**src/rtl/bulk_ep_pkg.sv**
```systemverilog
package bulk_ep_pkg;
  typedef enum logic {
    EP_DIR_H2D = 1'b0,
    EP_DIR_D2H = 1'b1
  } ep_dir_e;

  typedef struct packed {
    logic tc;
    logic bcz;
    logic pc;
  } ep_evt_t;

  localparam int unsigned EP_EVT_W = 3;
endpackage

```
**src/rtl/ep_rst_sync.sv**
```systemverilog
module ep_rst_sync (
  input  logic clk,
  input  logic rst_n,
  output logic rst_sync_n
);
  logic s1_q, s2_q;

  always_ff @(posedge clk or negedge rst_n) begin
    if (!rst_n) begin
      s1_q <= 1'b0;
      s2_q <= 1'b0;
    end else begin
      s1_q <= 1'b1;
      s2_q <= s1_q;
    end
  end

  assign rst_sync_n = s2_q;
endmodule

```
**src/rtl/ep_pkt_judge.sv**
```systemverilog
module ep_pkt_judge
  import bulk_ep_pkg::*;
#(
  parameter int unsigned LEN_W   = 16,
  parameter int unsigned MAX_PKT = 64,
  parameter int unsigned CNT_W   = $clog2(MAX_PKT + 1)
) (
  input  logic             pkt_valid,
  input  logic [CNT_W-1:0] pkt_bytes,
  input  logic             armed,
  input  ep_dir_e          dir,
  input  logic [LEN_W-1:0] remain,
  output logic             accept,
  output ep_evt_t          evt,
  output logic             disarm_req,
  output logic [LEN_W-1:0] rem_after
);
  localparam logic [CNT_W-1:0] MAX_C = CNT_W'(MAX_PKT);

  logic [LEN_W-1:0] bytes_ext;
  logic             fits_pkt;
  logic             fits_len;
  logic             is_short;
  logic             hit_zero;

  always_comb begin
    bytes_ext  = LEN_W'(pkt_bytes);
    fits_pkt   = (pkt_bytes <= MAX_C);
    fits_len   = (bytes_ext <= remain);
    accept     = pkt_valid & armed & (dir == EP_DIR_H2D) & fits_pkt & fits_len;
    rem_after  = remain - bytes_ext;
    is_short   = (pkt_bytes < MAX_C);
    hit_zero   = (rem_after == '0);
    evt.pc     = accept;
    evt.bcz    = accept & hit_zero;
    evt.tc     = accept & (is_short | hit_zero);
    disarm_req = evt.tc;
  end
endmodule

```
**src/rtl/ep_len_reg.sv**
```systemverilog
module ep_len_reg #(
  parameter int unsigned LEN_W = 16
) (
  input  logic             clk,
  input  logic             rst_n,
  input  logic             len_wr,
  input  logic [LEN_W-1:0] len_val,
  input  logic             upd_en,
  input  logic [LEN_W-1:0] upd_val,
  output logic [LEN_W-1:0] remain
);
  logic [LEN_W-1:0] rem_q, rem_d;
  logic             rem_en;

  always_comb begin
    rem_d  = rem_q;
    rem_en = len_wr | upd_en;
    if (upd_en) rem_d = upd_val;
    if (len_wr) rem_d = len_val;
  end

  always_ff @(posedge clk or negedge rst_n) begin
    if (!rst_n)      rem_q <= '0;
    else if (rem_en) rem_q <= rem_d;
  end

  assign remain = rem_q;
endmodule

```
**src/rtl/ep_arm_ctrl.sv**
```systemverilog
module ep_arm_ctrl
  import bulk_ep_pkg::*;
(
  input  logic    clk,
  input  logic    rst_n,
  input  logic    arm_wr,
  input  logic    arm_val,
  input  logic    dir_wr,
  input  logic    dir_val,
  input  logic    disarm_req,
  output logic    armed,
  output ep_dir_e dir
);
  logic    arm_q, arm_d, arm_en;
  ep_dir_e dir_q, dir_d;

  always_comb begin
    arm_d  = arm_q;
    arm_en = arm_wr | disarm_req;
    if (disarm_req) arm_d = 1'b0;
    if (arm_wr)     arm_d = arm_val;
    dir_d = ep_dir_e'(dir_val);
  end

  always_ff @(posedge clk or negedge rst_n) begin
    if (!rst_n)      arm_q <= 1'b0;
    else if (arm_en) arm_q <= arm_d;
  end

  always_ff @(posedge clk or negedge rst_n) begin
    if (!rst_n)      dir_q <= EP_DIR_H2D;
    else if (dir_wr) dir_q <= dir_d;
  end

  assign armed = arm_q;
  assign dir   = dir_q;
endmodule

```
**src/rtl/ep_irq_status.sv**
```systemverilog
module ep_irq_status #(
  parameter int unsigned N = 3
) (
  input  logic         clk,
  input  logic         rst_n,
  input  logic [N-1:0] set,
  input  logic [N-1:0] clr,
  output logic [N-1:0] flags
);
  for (genvar i = 0; i < N; i++) begin : g_flag
    logic q, d, en;

    always_comb begin
      en = set[i] | clr[i];
      d  = set[i] | (q & ~clr[i]);
    end

    always_ff @(posedge clk or negedge rst_n) begin
      if (!rst_n)  q <= 1'b0;
      else if (en) q <= d;
    end

    assign flags[i] = q;
  end
endmodule

```
**src/rtl/bulk_out_ep_ctrl.sv**
```systemverilog
module bulk_out_ep_ctrl
  import bulk_ep_pkg::*;
#(
  parameter int unsigned LEN_W   = 16,
  parameter int unsigned MAX_PKT = 64,
  parameter int unsigned CNT_W   = $clog2(MAX_PKT + 1)
) (
  input  logic             clk,
  input  logic             rst_n,
  input  logic             arm_wr,
  input  logic             arm_val,
  input  logic             dir_wr,
  input  logic             dir_val,
  input  logic             len_wr,
  input  logic [LEN_W-1:0] len_val,
  input  logic [2:0]       stat_clr,
  input  logic             pkt_valid,
  input  logic [CNT_W-1:0] pkt_bytes,
  output logic             hs_valid,
  output logic             hs_ack,
  output logic [LEN_W-1:0] remain_len,
  output logic             armed,
  output logic             irq_tc,
  output logic             irq_bcz,
  output logic             irq_pc
);
  logic             rst_sync_n;
  logic             accept;
  ep_evt_t          evt;
  logic             disarm_req;
  logic [LEN_W-1:0] rem_after;
  logic [LEN_W-1:0] remain;
  logic             arm_bit;
  ep_dir_e          ep_dir;
  logic [EP_EVT_W-1:0] flags;
  logic             hs_valid_q, hs_ack_q, hs_valid_d, hs_ack_d;

  ep_rst_sync u_rst (
    .clk        (clk),
    .rst_n      (rst_n),
    .rst_sync_n (rst_sync_n)
  );

  ep_pkt_judge #(
    .LEN_W   (LEN_W),
    .MAX_PKT (MAX_PKT),
    .CNT_W   (CNT_W)
  ) u_judge (
    .pkt_valid  (pkt_valid),
    .pkt_bytes  (pkt_bytes),
    .armed      (arm_bit),
    .dir        (ep_dir),
    .remain     (remain),
    .accept     (accept),
    .evt        (evt),
    .disarm_req (disarm_req),
    .rem_after  (rem_after)
  );

  ep_len_reg #(
    .LEN_W (LEN_W)
  ) u_len (
    .clk     (clk),
    .rst_n   (rst_sync_n),
    .len_wr  (len_wr),
    .len_val (len_val),
    .upd_en  (accept),
    .upd_val (rem_after),
    .remain  (remain)
  );

  ep_arm_ctrl u_arm (
    .clk        (clk),
    .rst_n      (rst_sync_n),
    .arm_wr     (arm_wr),
    .arm_val    (arm_val),
    .dir_wr     (dir_wr),
    .dir_val    (dir_val),
    .disarm_req (disarm_req),
    .armed      (arm_bit),
    .dir        (ep_dir)
  );

  ep_irq_status #(
    .N (EP_EVT_W)
  ) u_irq (
    .clk   (clk),
    .rst_n (rst_sync_n),
    .set   (evt),
    .clr   (stat_clr),
    .flags (flags)
  );

  always_comb begin
    hs_valid_d = pkt_valid;
    hs_ack_d   = accept;
  end

  always_ff @(posedge clk or negedge rst_sync_n) begin
    if (!rst_sync_n) begin
      hs_valid_q <= 1'b0;
      hs_ack_q   <= 1'b0;
    end else begin
      hs_valid_q <= hs_valid_d;
      hs_ack_q   <= hs_ack_d;
    end
  end

  assign hs_valid   = hs_valid_q;
  assign hs_ack     = hs_ack_q;
  assign remain_len = remain;
  assign armed      = arm_bit;
  assign irq_tc     = flags[2];
  assign irq_bcz    = flags[1];
  assign irq_pc     = flags[0];
endmodule

```
**config.mk**
```make
export PLATFORM = sky130hd
export DESIGN_NAME = bulk_out_ep_ctrl
export DESIGN_NICKNAME = d
export VERILOG_FILES = /design/src/rtl/bulk_ep_pkg.sv /design/src/rtl/ep_rst_sync.sv /design/src/rtl/ep_pkt_judge.sv /design/src/rtl/ep_len_reg.sv /design/src/rtl/ep_arm_ctrl.sv /design/src/rtl/ep_irq_status.sv /design/src/rtl/bulk_out_ep_ctrl.sv
export SDC_FILE = /design/constraint.sdc
export NUM_CORES = 1
export LEC_CHECK = 0
export ABC_AREA = 1
export CAP_MARGIN = 20
export CELL_PAD_IN_SITES_DETAIL_PLACEMENT = 1
export CELL_PAD_IN_SITES_GLOBAL_PLACEMENT = 2
export CORE_UTILIZATION = 25
export CTS_CLUSTER_DIAMETER = 200
export DETAILED_ROUTE_END_ITERATION = 10
export PLACE_DENSITY = 0.8
export RECOVER_POWER = 25
export SLEW_MARGIN = 20
export SYNTH_ARGS = -nofsm -noshare
export SYNTH_HDL_FRONTEND = slang
export SYNTH_HIERARCHICAL = 1
export SYNTH_SLANG_ARGS = --single-unit
```
**constraint.sdc**
```tcl
create_clock -name clk -period 1.17 [get_ports clk]
set_clock_uncertainty 0.2 [all_clocks]
set_input_delay 0.234 -clock clk [delete_from_list [all_inputs] [get_ports clk]]
set_output_delay 0.234 -clock clk [all_outputs]
set_load 0.05 [all_outputs]
```
; Yosys cells after proc, flatten, opt, wreduce, memory -nomap -nowiden
; Index checks and enable logic that the tools add are counted.
[word_totals]
ff_bits = 25
inputBits = 34
[op_classes]
add_sub_neg = 1
n_lt_le_gt_ge = 3
muxes = 4
bitwise_logic = 22
n_reduce_logical = 5
[op_table]
columns = cell, count
row1 = $mux 16, 2
row2 = $le 7x16->1, 1
row3 = $logic_not 16->1, 1
row4 = $sub 16x7->16, 1
row5 = $and 1x1->1, 9
row6 = $or 1x1->1, 9
row7 = $le 7x7->1 const B, 1
row8 = $lt 7x7->1 const B, 1
row9 = $not 1->1, 4
row10 = $reduce_and 2->1, 2
row11 = $reduce_bool 2->1, 2
row12 = $mux 1, 2

; Longest topological paths before layout
[depth]
ltp_word = 7
depth_mapped = 19

; By module
; Netlist, hierarchy kept.
[modules_own_cells]
columns = module, instances, cells_per_inst, area_each_um2
row1 = ep_pkt_judge, 1, 214, 1026.0
row2 = ep_len_reg, 1, 88, 758.2
row3 = ep_irq_status, 1, 18, 142.6
row4 = ep_arm_ctrl, 1, 9, 77.6
row5 = ep_rst_sync, 1, 3, 53.8
row6 = bulk_out_ep_ctrl, 1, 2, 50.0

; Least setup slack after synthesis
; Ideal clock, no wire load.
[synth_path]
path_type = reg2reg
from = register u_len.rem_q[0], in the netlist u_len/remain[0]
to = register u_len.rem_q[7], in the netlist u_len/remain[7]
arrival_ns = 2.313
t_required_ns = 0.843
slack_ns = -1.469
path_stages_with_launch = 16
n_path_buf = 2
cell_sequence = dfrtp_1 inv_1 ha_1 fa_1 inv_1 nand3_1 nand2_1 nand2_2 nand3_1 nand2_2 inv_1 buf_4 nor2_8 buf_6 nand2_1 nand3_1
[synth_between]
elab_chain_len = 4
[synth_rtl]
columns = item, line_no
row1 = "start, declared", ep_len_reg.sv:12  ; logic [LEN_W-1:0] rem_q, rem_d;
row2 = "start signal, assigned", ep_len_reg.sv:24  ; else if (rem_en) rem_q <= rem_d;
row3 = $le 7x16->1 *, ep_pkt_judge.sv:29  ; fits_len = (bytes_ext <= remain);
row4 = $and 1x1->1 *, ep_pkt_judge.sv:30  ; accept = pkt_valid & armed & (dir == EP_DIR_H2D) & fits_pkt & fits_len;
row5 = named net accept, bulk_out_ep_ctrl.sv:28  ; logic accept;
row6 = $reduce_bool 2->1 (no line) / $or 1x1->1 (equally long branches), -
row7 = $reduce_and 2->1 (no line) *, -
; Mark *: on every way through the listed nets, which the timed path passes. The rest lies on a longest branch. The select of a mux whose other input is x is not followed.
; A chain may end at the register's enable or synchronous reset.

; Worst setup path in the final report
[layout_path]
from = register u_len.rem_q[0], in the netlist u_len/remain[0]
to = register u_arm.arm_q, in the netlist u_arm/armed
[layout_between]
elab_chain_len = 6
[layout_rtl]
columns = item, line_no
row1 = $sub 16x7->16, ep_pkt_judge.sv:31  ; rem_after = remain - bytes_ext;
row2 = $logic_not 16->1, ep_pkt_judge.sv:33  ; hit_zero = (rem_after == '0);
row3 = $or 1x1->1, ep_pkt_judge.sv:36  ; evt.tc = accept & (is_short | hit_zero);
row4 = $and 1x1->1 *, ep_pkt_judge.sv:36
row5 = named net disarm_req, bulk_out_ep_ctrl.sv:30  ; logic disarm_req;
row6 = $reduce_bool 2->1 (no line) / $or 1x1->1 (equally long branches), -
row7 = $reduce_and 2->1 (no line) *, -
row8 = "end signal, assigned", ep_arm_ctrl.sv:27  ; else if (arm_en) arm_q <= arm_d;
row9 = "end, declared", ep_arm_ctrl.sv:14  ; logic arm_q, arm_d, arm_en;
; Mark *: on every way through the listed nets, which the timed path passes. The rest lies on a longest branch.

==> impl_metrics.sql <==
INSERT INTO impl_metrics (metric_group, metric, value, unit) VALUES
('clocking', 'cts_tree', 'built', ''),
('final_layout', 'antennaDiodeCount', '0', ''),
('routing', 'drtIter0Drc', '79', ''),
('setup_path', 'worst-r2r-setup-slack', '-1.33', 'ns'),
('clocking', 'clockBufferDepth', '2', ''),
('synthesis', 'synth-seq-cells', '25', ''),
('setup_path', 'rr_worst_depth', '19', ''),
('setup_path', 'critical_path.startpoint_type', 'flip-flop', ''),
('grt', 'global_route.overflow_total', '0', ''),
('grt', 'grt_pass1_vias', '2753', ''),
('floorplan', 'io_pins', '56', ''),
('worst_hold_path', 'hp-class', 'reg -> async', ''),
('setup_path', 'worstPathArrival', '2.48', 'ns'),
('pwr', 'netSwitchingPower', '0.001576', 'W'),
('final_layout', 'layout-area-overhead-vs-synth', '87.00', '%'),
('routing', 'detail_route.drc_violations', '0', ''),
('clocking', 'cts.htree.levels', '1', ''),
('setup_path', 'end_kind', 'flip-flop', ''),
('floorplan', 'floorplan.die.width', '93.83', 'um'),
('timing', 'report.final.setup_viol', '43', ''),
('synthesis', 'net_count_after_synthesis', '376', ''),
('clocking', 'clkSlewWorstSetupHoldPaths', '0.09', 'ns'),
('outcome', 'violated_checks', 'negative setup slack', ''),
('setup_path', 'critical_path_required', '1.15', 'ns'),
('final_layout', 'final_layout_size_suffix_gt1_frac', '0.4462', ''),
('synthesis', 'yosysSeqAreaShare', '0.2967', ''),
('final_layout', 'layout.cells.non_filler', '551', ''),
('routing', 'via_count', '2501', ''),
('setup_path', 'critPathCapture', 'u_arm/armed$_DFFE_PN0P_', ''),
('setup_path', 'r2r-end', 'u_arm/armed$_DFFE_PN0P_', ''),
('floorplan', 'die_height', '93.83', 'um'),
('synthesis', 'synth-main-ff-cell', 'sky130_fd_sc_hd__dfrtp_1', ''),
('synthesis', 'netlist_instances', '334', ''),
('final_layout', 'total_area_of_multi_input_combinational_cells', '1531', 'um^2'),
('pwr', 'fin_total_pwr', '0.003840', 'W'),
('setup_path', 'crit_path_start', 'u_len/remain[0]$_DFFE_PN0P_', ''),
('final_layout', 'nets', '489', ''),
('job', 'max_cap_viols', '0', ''),
('final_layout', 'regArea', '639.4', 'um^2'),
('routing', 'pre_repair_dr_iteration_count', '4', ''),
('placed_design', 'numPortBuffers', '55', ''),
('pwr', 'irDropWorstVdd', '0.0005145', 'V'),
('timing', 'finalCritPeriodShare', '2.139', ''),
('floorplan', 'die_area', '8804', 'um^2'),
('synthesis', 'yosysWarningCount', '6', ''),
('pwr', 'power_frac_clock', '0.141', ''),
('timing', 'max_freq', '399.6', 'MHz'),
('routing', 'routed_wirelength', '8364', 'um'),
('floorplan', 'floorplan.initialDensity', '0.2579', ''),
('floorplan', 'floorplan.rows', '33', ''),
('pwr', 'proportion_of_power_drawn_by_flip_flops_and_latches', '0.272', ''),
('synthesis', 'synth.distinct_cells', '24', ''),
('clocking', 'ctsRootBufferMaster', 'sky130_fd_sc_hd__clkbuf_8', ''),
('grt', 'grt_util_overall', '0.1953', ''),
('placed_design', 'globalplace.congestion', '0.8109', ''),
('routing', 'antenna_violating_nets_post_route', '0', ''),
('synthesis', 'avgSynthCellArea', '6.312', 'um^2'),
('pwr', 'p_sw_frac', '0.4105', ''),
('clocking', 'tritoncts.num_buffers', '3', ''),
('routing', 'post_drt_wl_per_cell', '15.18', 'um'),
('timing', 'slew_viol_final', '0', ''),
('placed_design', 'place_inst', '535', ''),
('outcome', 'result_of_the_run', 'complete, but fails checks', ''),
('pwr', 'cell_internal_pwr', '0.002264', 'W'),
('placed_design', 'detailed_place_hpwl', '6144', 'um'),
('synthesis', 'syn_area', '2108', 'um^2'),
('floorplan', 'coreArea', '8175', 'um^2'),
('timing', 'worst_slew_margin_relative_to_its_limit', '0.5832', ''),
('timing', 'rsz_0062_raised_after_global_routing', 'yes', ''),
('timing', 'setup_ws', '-1.332', 'ns'),
('synthesis', 'async_flop_share', '1.000', '');
[power by group through the flow]
stage | Combinational [W] | Sequential (W) | Clock, W
after floorplan | 0.000697 | 0.00127 | 0
after global placement | 0.00188 | 0.00104 | 0
after detailed placement | 0.00191 | 0.00104 | 0
after CTS | 0.00208 | 0.00104 | 0.000553
after global routing | 0.00244 | 0.00106 | 0.000582
final | 0.00226 | 0.00104 | 0.000540
[timing repair]
item | in CTS | in global routing
hold buffers | 1 | 0
gates cloned | 1 | 0
resized for setup | 63 | 59
pin swaps | 33 | 43
setup buffers | 4 | 11
endpoints found under the setup margin | 43 | 43
endpoints found under the hold margin | 2 | 0
[kinds of logic (layout without fill, tap and decap cells)]
logic type               Yosys count  in the layout  share of synthesized area
flip-flops                        25             25                     0.2967
buffers and inverters             70            181                     0.1501
adder cells (fa/ha/maj)            8              8                    0.05104
AND/OR/NAND/NOR                  225            226                     0.4831
other                              1              1                   0.001779
AO/OA/AOI/OAI                      5              5                    0.01721
[synthesized netlist by cell type (4+ instances only)]
master	count	share of area
sky130_fd_sc_hd__nand3_1	50	0.12
sky130_fd_sc_hd__ha_1	7	0.042
sky130_fd_sc_hd__buf_4	8	0.028
sky130_fd_sc_hd__dfrtp_1	25	0.30
sky130_fd_sc_hd__nand4_1	4	0.012
sky130_fd_sc_hd__nor2_2	9	0.027
sky130_fd_sc_hd__nand2_1	119	0.21
sky130_fd_sc_hd__nor2_1	24	0.043
sky130_fd_sc_hd__inv_1	56	0.10
sky130_fd_sc_hd__nand2_2	10	0.030
[routing by layer]
metal | vias up | GRT usage | routed length [um]
li1 | 1241 | - | -
met1 | 1221 | 0.2450 | 3652
met2 | 33 | 0.3564 | 4460
met3 | 6 | 0.02346 | 180
met4 | 0 | 0.03846 | 72
met5 | - | 0 | 0
[how the worst min path moves through the flow]
stage	end	slack, ns	cells after the start
2_1_floorplan	u_rst/rst_sync_n$_DFF_PN0_	-0.26	0
3_3_place_gp	u_len/remain[8]$_DFFE_PN0P_	0.04	1
3_5_place_dp	u_len/remain[8]$_DFFE_PN0P_	0.04	1
4_1_cts	hs_valid$_DFF_PN0_	0.04	1
5_1_grt	u_rst/rst_sync_n$_DFF_PN0_	0.18	0
6_report	u_len/remain[8]$_DFFE_PN0P_	0.14	1
[metrics by stage]
step / setup WS, ns / utilization / setup TNS, ns / instance area, um^2
2_1_floorplan: -1.194 / - / -22.88 / 2130
3_3_place_gp: -1.541 / 0.4065 / -29.81 / 3323
3_5_place_dp: -1.593 / 0.4065 / -30.28 / 3323
4_1_cts: -1.249 / 0.4501 / -26.65 / 3680
5_1_grt: -1.515 / 0.4822 / -31.67 / 3943
6_report: -1.332 / 0.4822 / -28.82 / 3943
[cell type report]
type	instances	area share
multi-input cells	240	0.3884
inverters	58	0.05935
repair buffers	119	0.3453
clock buffers	4	0.01142
well taps	105	0.03332
flip-flops and latches	25	0.1622
[worst max-delay path, stage by stage (launching register included)]
cell                      delay [ns]
sky130_fd_sc_hd__dfrtp_2        0.38
sky130_fd_sc_hd__inv_2          0.06
sky130_fd_sc_hd__ha_4           0.16
sky130_fd_sc_hd__fa_2           0.36
sky130_fd_sc_hd__inv_2          0.10
sky130_fd_sc_hd__nand2_2        0.06
sky130_fd_sc_hd__nand2_2        0.07
sky130_fd_sc_hd__nand3_2        0.10
sky130_fd_sc_hd__nand2_1        0.09
sky130_fd_sc_hd__nand2_1        0.08
sky130_fd_sc_hd__nand2_2        0.08
sky130_fd_sc_hd__nand2_2        0.07
sky130_fd_sc_hd__nor2_4         0.11
sky130_fd_sc_hd__nand2_2        0.07
sky130_fd_sc_hd__nor2_2         0.11
sky130_fd_sc_hd__nand2_2        0.09
sky130_fd_sc_hd__nand2_2        0.08
sky130_fd_sc_hd__nor2_1         0.05
sky130_fd_sc_hd__nand2_1        0.05
sky130_fd_sc_hd__nand2_1        0.04
[state kept, by name, indices dropped and copies added, names as in the netlist]
| name | cells |
|---|---|
| u_len/remain | 16 |
| u_irq/g_flag.q | 3 |
| hs_ack | 1 |
| hs_valid | 1 |
| u_arm/armed | 1 |
| u_arm/dir | 1 |
| u_rst/rst_sync_n | 1 |
| u_rst/s1_q | 1 |
No activity file was read; power rests on OpenSTA's default activity.
